<file path="config.mk">
export PLATFORM = sky130hd
export DESIGN_NAME = tone_cadence_timer
export DESIGN_NICKNAME = d
export VERILOG_FILES = /design/src/rtl/tone_cadence_timer.sv
export SDC_FILE = /design/constraint.sdc
export NUM_CORES = 1
export LEC_CHECK = 0
export BUFFER_PORTS_ARGS = -buffer_cell sky130_fd_sc_hd__buf_2
export CAP_MARGIN = 20
export CORE_UTILIZATION = 44
export DETAILED_ROUTE_END_ITERATION = 6
export GPL_TIMING_DRIVEN = 0
export PLACE_DENSITY = 0.66
export SYNTH_ARGS = -nofsm -noshare
export SYNTH_HDL_FRONTEND = slang
export SYNTH_SLANG_ARGS = --single-unit
</file>
<file path="constraint.sdc">
create_clock -name clk -period 3.4 [get_ports clk]
set_input_delay 0 -clock clk [delete_from_list [all_inputs] [get_ports clk]]
set_output_delay 0 -clock clk [all_outputs]
set_load 0.005 [all_outputs]
</file>
<file path="src/rtl/tone_cadence_timer.sv">
module tone_cadence_timer #(
  parameter int CNT_W      = 16,
  parameter bit ZC_CAPABLE = 1'b1
) (
  input  logic             clk,
  input  logic             rst_n,
  input  logic             smp_valid,
  input  logic             smp_sign,
  input  logic             osc_en,
  input  logic             act_en,
  input  logic             inact_en,
  input  logic             zc_mode,
  input  logic [CNT_W-1:0] act_len,
  input  logic [CNT_W-1:0] inact_len,
  output logic             tone_on,
  output logic             act_irq,
  output logic             inact_irq
);

  localparam logic [CNT_W-1:0] ONE  = CNT_W'(1);
  localparam logic [CNT_W-1:0] ZERO = '0;

  logic             started;
  logic             done;
  logic             phase;
  logic             prev_sign;
  logic [CNT_W-1:0] cnt;

  wire [CNT_W-1:0] cur_len  = phase ? inact_len : act_len;
  wire             cur_zero = (cur_len == ZERO);
  wire             running  = started & ~done & act_en;
  wire             step     = running & smp_valid & ~cur_zero;
  wire             expire   = step & (cnt == cur_len - ONE);
  wire             want     = started & ~done & ~phase;
  wire             zc_on    = ZC_CAPABLE & zc_mode;
  wire             crossing = smp_valid & (smp_sign ^ prev_sign);

  always_ff @(posedge clk) begin
    if (!rst_n) begin
      started   <= 1'b0;
      done      <= 1'b0;
      phase     <= 1'b0;
      prev_sign <= 1'b0;
      cnt       <= ZERO;
      tone_on   <= 1'b0;
      act_irq   <= 1'b0;
      inact_irq <= 1'b0;
    end else begin
      act_irq   <= 1'b0;
      inact_irq <= 1'b0;
      if (smp_valid) prev_sign <= smp_sign;
      if (!zc_on || crossing) tone_on <= want;

      if (!osc_en) begin
        started <= 1'b0;
        done    <= 1'b0;
        phase   <= 1'b0;
        cnt     <= ZERO;
      end else if (!started) begin
        started <= 1'b1;
        cnt     <= ZERO;
        phase   <= act_en & inact_en & (act_len == ZERO);
        done    <= act_en & ~inact_en & (act_len == ZERO);
      end else if (expire) begin
        cnt <= ZERO;
        if (!phase) begin
          act_irq <= 1'b1;
          if (!inact_en)              done  <= 1'b1;
          else if (inact_len != ZERO) phase <= 1'b1;
        end else begin
          inact_irq <= 1'b1;
          if (act_len != ZERO) phase <= 1'b0;
        end
      end else if (step) begin
        cnt <= cnt + ONE;
      end
    end
  end

endmodule

</file>
# ---- Word-level counts from Yosys, hierarchy flattened
# Cells that the tools add are included.
dict set report totals {
  register_bits 23
  output_inout_bits 3
  wordCells 57
}
dict set report classes {
  n_addsub 2
  eq_ne 4
  mux 14
  bitwise_logic 19
  n_reduce_logical 10
}
# op count
set op_table {}
lappend op_table {{$logic_not A16 Y1} 2}
lappend op_table {{$reduce_bool A16 Y1} 2}
lappend op_table {{$add A16 B1 Y16 const B} 1}
lappend op_table {{$eq A16 B16 Y1} 1}
lappend op_table {{$mux W16} 1}
lappend op_table {{$sub A16 B1 Y16 const B} 1}
lappend op_table {{$mux W1} 13}
lappend op_table {{$and A1 B1 Y1} 11}
lappend op_table {{$not A1 Y1} 7}
lappend op_table {{$ne A2 B2 Y1 const B} 2}
lappend op_table {{$reduce_and A4 Y1} 1}
lappend op_table {{$reduce_or A4 Y1} 1}
lappend op_table {{$reduce_and A3 Y1} 1}
lappend op_table {{$ne A2 B1 Y1 const B} 1}
lappend op_table {{$reduce_and A2 Y1} 1}
lappend op_table {{$logic_not A1 Y1} 1}
lappend op_table {{$logic_or A1 B1 Y1} 1}
lappend op_table {{$xor A1 B1 Y1} 1}

# ---- Longest topological paths before layout
# Gate-level depths: netlist (run 1).
dict set report logic_depth {
  ltp_word 8
  mapped_depth 15
  mapped_depth_nobuf 9
}

# ---- Worst setup path after synthesis (run 1)
# Ideal clock, no wire load.
dict set report synth_path {
  kind {reg2reg}
  startpoint {reg phase}
  endpoint {reg cnt[10]}
  setup_time_ns 0.078
  arrival_time_ns 3.164
  setup_slack_ns 0.158
  path_stages_with_launch 16
  period_less_slack_ns 3.242
  cell_sequence {dfxtp_1 buf_4 buf_2 buf_2 buf_2 mux2i_1 ha_1 nand2b_1 or3b_4 a21oi_2 mux2_1 nor3b_2 and4_1 buf_6 buf_8 nor3_1}
}
dict set report synth_between {
  elab_chain_cells 6
  word_cells_on_any_way 8
  classes_between {1 x add/sub; 1 x eq/ne; 1 x mux; 3 x bitwise; 2 x reduce/logical}
}
# element line
set synth_rtl {}
lappend synth_rtl {{from (decl)} 25} ;# logic phase;
lappend synth_rtl {{from (signal assigned)} 62} ;# phase <= act_en & inact_en & (act_len == ZERO);
lappend synth_rtl {{$mux W16 *} 29} ;# wire [CNT_W-1:0] cur_len = phase ? inact_len : act_len;
lappend synth_rtl {{branches (longest 5 deep; another with $sub A16 B1 Y16)} n/a}
lappend synth_rtl {{to (signal assigned)} 75} ;# cnt <= cnt + ONE;
lappend synth_rtl {{to (decl)} 27} ;# logic [CNT_W-1:0] cnt;
# Mark *: on every way between the ends.
# A chain may end at the register's enable or synchronous reset.

# ---- Worst setup path in the final report (run 1)
dict set report layout_path {
  startpoint {reg phase}
  endpoint {reg cnt[13]}
}
# Same word-level chain as after synthesis.

==> flow_metrics.tcl, run 1 <==
set metrics [dict create \
    pwr-share-clk 0.315 \
    ir_drop_v 0.0001846 \
    worstSetupEndpointType "register" \
    clockBufferDepth 2 \
    p_comb_frac 0.197 \
    p_sw_frac 0.2758 \
    synthSimpleGateAreaFrac 0.3428 \
    yosys.area.top_type "dfxtp_1" \
    port_buffers 41 \
    synthDominantCellAreaShare 0.2187 \
    maxCapViolCount 0 \
    pre_cts_ws_ns -0.4702 \
    dieWidth_um 71.18 \
    critPathMaxStageDelay_ns 0.41 \
    rr_worst_depth 13 \
    grt_overflow 0 \
    synth_edf_count 0 \
    period_minus_slack_ns 3.221 \
    syn_nets 308 \
    worst_slew_pin_slew_ns 0.8045 \
    start_util 0.4706 \
    path_clk_slew_ns 0.09 \
    use_met2 0.4021 \
    hold_class "in2reg" \
    htreeDepth 1 \
    synth_mux_area_frac 0.09566 \
    grt_max_degree 20 \
    num_rows 24 \
    core-area_sq_um 4474 \
    regToRegSetupSlack_ns 0.18 \
    viasPerCell 5.757 \
    synthDistinctLibCells 54 \
    grt_pass1_vias 2002 \
    die_area_sq_um 5067 \
    post-route-period-util 0.9473 \
    drt_iter0_markers 126 \
    path_cells "buf_8 > buf_4 > mux2i_1 > ha_2 > nand2b_1 > or3b_4 > a21oi_2 > mux2_1 > nor3b_2 > and4_1 > buf_6 > buf_8 > nor3_1" \
    avgRoutedWirePerCell_um 15.15 \
    worst-path-max-fanout 19 \
    grt_pass1_wl_um 9259 \
    drc_errors 1 \
    power_density_nw_per_um2 228.7 \
    cp-start-kind "register" \
    power_frac_seq 0.488 \
    slowest_stage "dfxtp_2" \
    setup_viol 0 \
    synth-warning-count 0 \
    hold_end "prev_sign$_SDFFE_PN0P_" \
    grt_util_all_layers 0.2327 \
    rsz0062_at_grt "false" \
    dr.pass1.iters 6 \
    drive_gt1_frac 0.2032 \
    syn_inst 266 \
    violations "DRC" \
    skew_ns 0.004663 \
    ant_nets 0 \
    diodes 0 \
    synth_area_leaders "dfxtp_1 (22%), xnor2_1 (13%), mux2i_1 (9.0%)" \
    ys_seq_area_frac 0.2187 \
    synth_top_family_by_area "simple AND/OR/NAND/NOR gates" \
    synth_compound_area_frac 0.1010 \
    status "complete, but fails checks" \
    p_leak_nw 0.8229 \
    avgSynthCellArea_sq_um 7.916 \
    drv_slew 0 \
    finalHoldViolations 0 \
    synthAdderAreaFrac 0.01188 \
    wl_um 5484 \
    dp_hpwl_um 4459 \
    fin_setup_tns_ns 0 \
    min_from "smp_sign" \
    timing.rr.start "phase$_SDFFE_PN0P_" \
    internal_power_mw 0.4043 \
    finalWeightedCongestion 0.8820 \
    ys.flop_type "dfxtp_1" \
    die_y_um 71.18 \
    ys_seq_elements 23 \
    path_common_cell "buf_8" \
    cts_tree "built" \
    top_usage_layer "met2" \
    vias 2084 \
    final_common_cell "buf_2" \
    final_cell_mix "buf_2 (42), nor3_1 (36), xnor2_1 (31)" \
    cts_buffers 3 \
    syn-cell-area_sq_um 2106 \
    worstSetupPathType "reg2reg" \
    clock-sinks 23 \
    hold_depth 3 \
    post_cts_buffers 0 \
    use_met3 0.03704 \
    slew_headroom 0.4587 \
    clk_latency_ns 0.27 \
    p_sw_mw 0.1540 \
    r2r-end "cnt[13]$_SDFFE_PP0P_" \
    io_pins 43 \
    arrival_ns 3.42 \
    fin_cells 362 \
    clockRootBuffer "clkbuf_8" \
    clock.fmax_mhz 310.5 \
    nFillCells 456 \
    antenna_found_initial 0 \
    synth_xor_area_frac 0.1830 \
    crit_required_ns 3.60 \
    syn_to_final_growth_pct 15.92 \
    placed_cells 359 \
    worst_slack_ns 0.1790 \
    nets 353 \
    ys_async_sr_fraction 0 \
    grt_util_met1 0.2973 \
    final_core_util 0.5456 \
]
-- metrics by stage --
| step | total power [mW] | cell area, sq um | hold WS, ns |
|---|---|---|---|
| final | 0.5583 | 2441 | 0.01919 |
| after global routing | 0.5923 | 2441 | 0.06973 |
| after CTS | 0.5684 | 2444 | 0.02430 |
| after detailed placement | 0.3868 | 2376 | 0.2408 |
| after global placement | 0.3853 | 2376 | 0.2333 |
| after floorplan | 0.3378 | 2106 | 0.1178 |
-- Yosys cell counts (2+ instances only) --
library cell  number
a211oi_1           2
a21oi_1            4
a22o_1             2
a2bb2oi_1          2
a31oi_1            3
and2_1             4
and3_1             4
and4_1             2
buf_1              2
buf_2              4
clkbuf_1           4
dfxtp_1           23
ha_1               2
inv_1              6
mux2i_1           19
nand2_1           19
nand2b_1           2
nand3_1            6
nand4_1            9
nor2_1            16
nor2b_1            3
nor3_1            36
nor4_1             9
nor4b_1            2
o21a_1             2
o21ai_0            3
or2_2              4
or3_1              4
xnor2_1           31
xor2_1            13
-- final cells by class --
type                       count  area, sq um  share of cell area
clock buffer                   4        45.04             0.01845
inverter                       6        22.52            0.009226
timing repair buffer          42        215.2             0.08816
sequential                    23        461.7              0.1891
multi-input combinational    224         1555              0.6371
tap                           52        65.06             0.02665
buffer                        11        76.32             0.03127
-- cells by family (layout without fill, tap and decap cells) --
kind of cell             Yosys count  in the layout
adder cells (fa/ha/maj)            2              2
XOR/XNOR                          44             44
AO/OA/AOI/OAI                     29             29
buffers and inverters             19             63
AND/OR/NAND/NOR                  129            129
flip-flops                        23             23
multiplexers                      20             20
-- worst max-delay path: cells and delay by family (launching register included) --
family	cells	cell delay, ns
DFF	1	0.41
and+or+nand+nor	5	1.00
adders and majority gates	1	0.25
AOI/OAI and AO/OA	1	0.13
buffers and inverters	4	0.74
muxes	2	0.58
-- layer usage --
metal | part of all wire | vias to the layer above | wire [um]
li1 | - | 1059 | -
met1 | 0.48 | 982 | 2606
met2 | 0.47 | 37 | 2594
met3 | 0.041 | 6 | 226
met4 | 0.010 | 0 | 56
met5 | 0 | - | 0
-- timing repair --
action | in CTS | in global routing
gates resized for setup | 5 | 1
setup endpoints to repair | 19 | 18
hold buffers | 1 | 0
endpoints found under the hold margin | 2 | 0
-- flip-flops by register name, indices dropped and copies added, names as in the netlist --
| signal | count |
|---|---|
| phase | 1 |
| started | 1 |
| tone_on | 1 |
| done | 1 |
| prev_sign | 1 |
| inact_irq | 1 |
| act_irq | 1 |
| cnt | 16 |
-- worst max-delay path by stage --
stage / startpoint / endpoint / depth (start not counted)
floorplan: phase$_SDFFE_PN0P_ / cnt[10]$_SDFFE_PP0P_ / 15
global placement: phase$_SDFFE_PN0P_ / cnt[15]$_SDFFE_PP0P_ / 13
detailed placement: phase$_SDFFE_PN0P_ / cnt[13]$_SDFFE_PP0P_ / 13
CTS: phase$_SDFFE_PN0P_ / cnt[13]$_SDFFE_PP0P_ / 14
global route: phase$_SDFFE_PN0P_ / cnt[12]$_SDFFE_PP0P_ / 13
finish: phase$_SDFFE_PN0P_ / cnt[13]$_SDFFE_PP0P_ / 13
-- power groups by stage --
stage                     Sequential, mW  Combinational, mW  Clock (mW)
after global routing               0.273              0.123       0.197
final                              0.273              0.110       0.176
after CTS                          0.273              0.110       0.186
after detailed placement           0.279              0.108           0
after floorplan                    0.279             0.0592           0
after global placement             0.279              0.107           0
Note: power is estimated with default switching activity, not from simulation.
==> run 2: changes to the inputs <==
==> constraint.sdc (replaced) <==
create_clock -name clk -period 3.4 [get_ports clk]
set_input_delay 0.17 -clock clk [delete_from_list [all_inputs] [get_ports clk]]
set_output_delay 0.17 -clock clk [all_outputs]
set_load 0.005 [all_outputs]
==> run 2 against run 1 <==
Compared with the run above:
- the run still ends with DRC left
- via count increased by 0.29%
- non-clock buffer count decreased by 1
- combinational power hardly changed
- critical path depth unchanged
- utilization decreased by 0.22 points
- final area fell by 0.41%
- fmax grew 0.13%
- clock skew about the same
- clock power hardly changed
- hold slack better by 0.11 ns
- register-to-register slack is essentially flat
==> flow_metrics.tcl, run 2 (synthesis results as in run 1) <==
set metrics [dict create \
    status "complete, but fails checks" \
    violations "DRC" \
    critPathMaxStageDelay_ns 0.40 \
    port_buffers 41 \
    p_leak_nw 0.8188 \
    ant_nets 0 \
    path_clk_slew_ns 0.09 \
    drive_gt1_frac 0.2039 \
    viasPerCell 5.789 \
    period_minus_slack_ns 3.217 \
    worst_slew_pin_slew_ns 0.8026 \
    num_rows 24 \
    clockRootBuffer "clkbuf_8" \
    crit_family "simple AND/OR/NAND/NOR gates" \
    diodes 0 \
    clk_latency_ns 0.27 \
    hold_class "in2reg" \
    cts_buffers 3 \
    final_cell_mix "buf_2 (42), nor3_1 (36), xnor2_1 (31)" \
    vias 2090 \
    grt_max_degree 20 \
    die_y_um 71.18 \
    cts_hold_buf 0 \
    finalHoldViolations 0 \
    dr.pass1.iters 6 \
    slew_headroom 0.4600 \
    stdcell_area_sq_um 2431 \
    worst-path-max-fanout 19 \
    cp-start-kind "register" \
    top_usage_layer "met2" \
    grt_pass1_vias 1992 \
    critPathBufInv 4 \
    syn_to_final_growth_pct 15.45 \
    antenna_found_initial 0 \
    largest_reg_flops 16 \
    nets 352 \
    post_cts_buffers 0 \
    arrival_ns 3.41 \
    crit_required_ns 3.60 \
    seqCellArea_sq_um 461.7 \
    drc_errors 1 \
    post-route-period-util 0.9462 \
    grt_pass1_wl_um 9218 \
    clock-sinks 23 \
    ir_drop_v 0.0001839 \
    timing.rr.start "phase$_SDFFE_PN0P_" \
    critPathLaunch "phase$_SDFFE_PN0P_" \
    cts_tree "built" \
    avgRoutedWirePerCell_um 15.21 \
    drt_iter0_markers 119 \
    min_from "rst_n" \
    start_util 0.4706 \
    nFillCells 457 \
    io_pins 43 \
    wl_um 5490 \
    die_area_sq_um 5067 \
    fin_cells 361 \
    power.total_mw 0.5569 \
    slowest_stage "dfxtp_2" \
    setup_viol 0 \
    regToRegSetupSlack_ns 0.18 \
    core-area_sq_um 4474 \
    path_cells "buf_8 > buf_4 > mux2i_1 > ha_2 > nand2b_1 > or3b_4 > a21oi_2 > mux2_1 > nor3b_2 > and4_1 > buf_6 > buf_8 > nor3_1" \
    dieWidth_um 71.18 \
    place_area_sq_um 2376 \
    path_common_cell "buf_8" \
    final_core_util 0.5433 \
    use_met3 0.03704 \
    rsz0062_at_grt "false" \
    multi_input_area_sq_um 1555 \
    clockBufferDepth 2 \
    grt_util_met1 0.2964 \
    worstSetupPathType "reg2reg" \
    regMostFlops "cnt" \
    grt_overflow 0 \
    use_met2 0.4000 \
    grt_util_all_layers 0.2318 \
    htreeDepth 1 \
    skew_ns 0.005035 \
    placed_cells 359 \
    final_common_cell "buf_2" \
    drv_slew 0 \
    power_density_nw_per_um2 229.1 \
    maxCapViolCount 0 \
    dp_hpwl_um 4459 \
    worstSetupEndpointType "register" \
    clock.fmax_mhz 310.9 \
    finalWeightedCongestion 0.8820 \
]
run 2: area by class of cell:
| type | count | area share |
|---|---|---|
| inverters | 6 | 0.009264 |
| flip-flops and latches | 23 | 0.1899 |
| clock buffers | 4 | 0.01853 |
| plain buffers | 11 | 0.03139 |
| multi-input cells | 224 | 0.6397 |
| well taps | 52 | 0.02676 |
| repair buffers | 41 | 0.08441 |
run 2: power breakdown:
part | internal, mW | leakage, nW | total (mW) | switching [mW]
clock network | 0.0838 | 0.0228 | 0.175 | 0.0913
logic | 0.0487 | 0.610 | 0.109 | 0.0606
registers | 0.271 | 0.186 | 0.273 | 0.00154
total | 0.403 | 0.819 | 0.557 | 0.153
run 2: repair_timing:
item	in CTS	in global routing
resized for setup	5	1
pin swaps	0	0
setup endpoints to repair	19	18
run 2: stage by stage:
stage	hold WS, ns	worst slack (ns)	TNS, ns
floorplan	0.2878	0.1580	0
global placement	0.4033	-0.5507	-6.313
detailed placement	0.4108	-0.4702	-6.282
CTS	0.1267	0.006507	0
global route	0.1312	0.007320	0
finish	0.1282	0.1831	0
run 2: per-layer routing:
metal,routed length (um),up-vias
met4,57,0
met2,2588,47
met5,0,-
met1,2579,977
met3,265,6
li1,-,1060
run 2: worst paths after layout:
check	endpoint	cells past startpoint
setup / recovery	cnt[13]$_SDFFE_PP0P_	13
hold / removal	tone_on$_SDFFE_PN0P_	2
setup reg to reg	cnt[13]$_SDFFE_PP0P_	13
hold reg to reg	done$_SDFFE_PN0P_	2
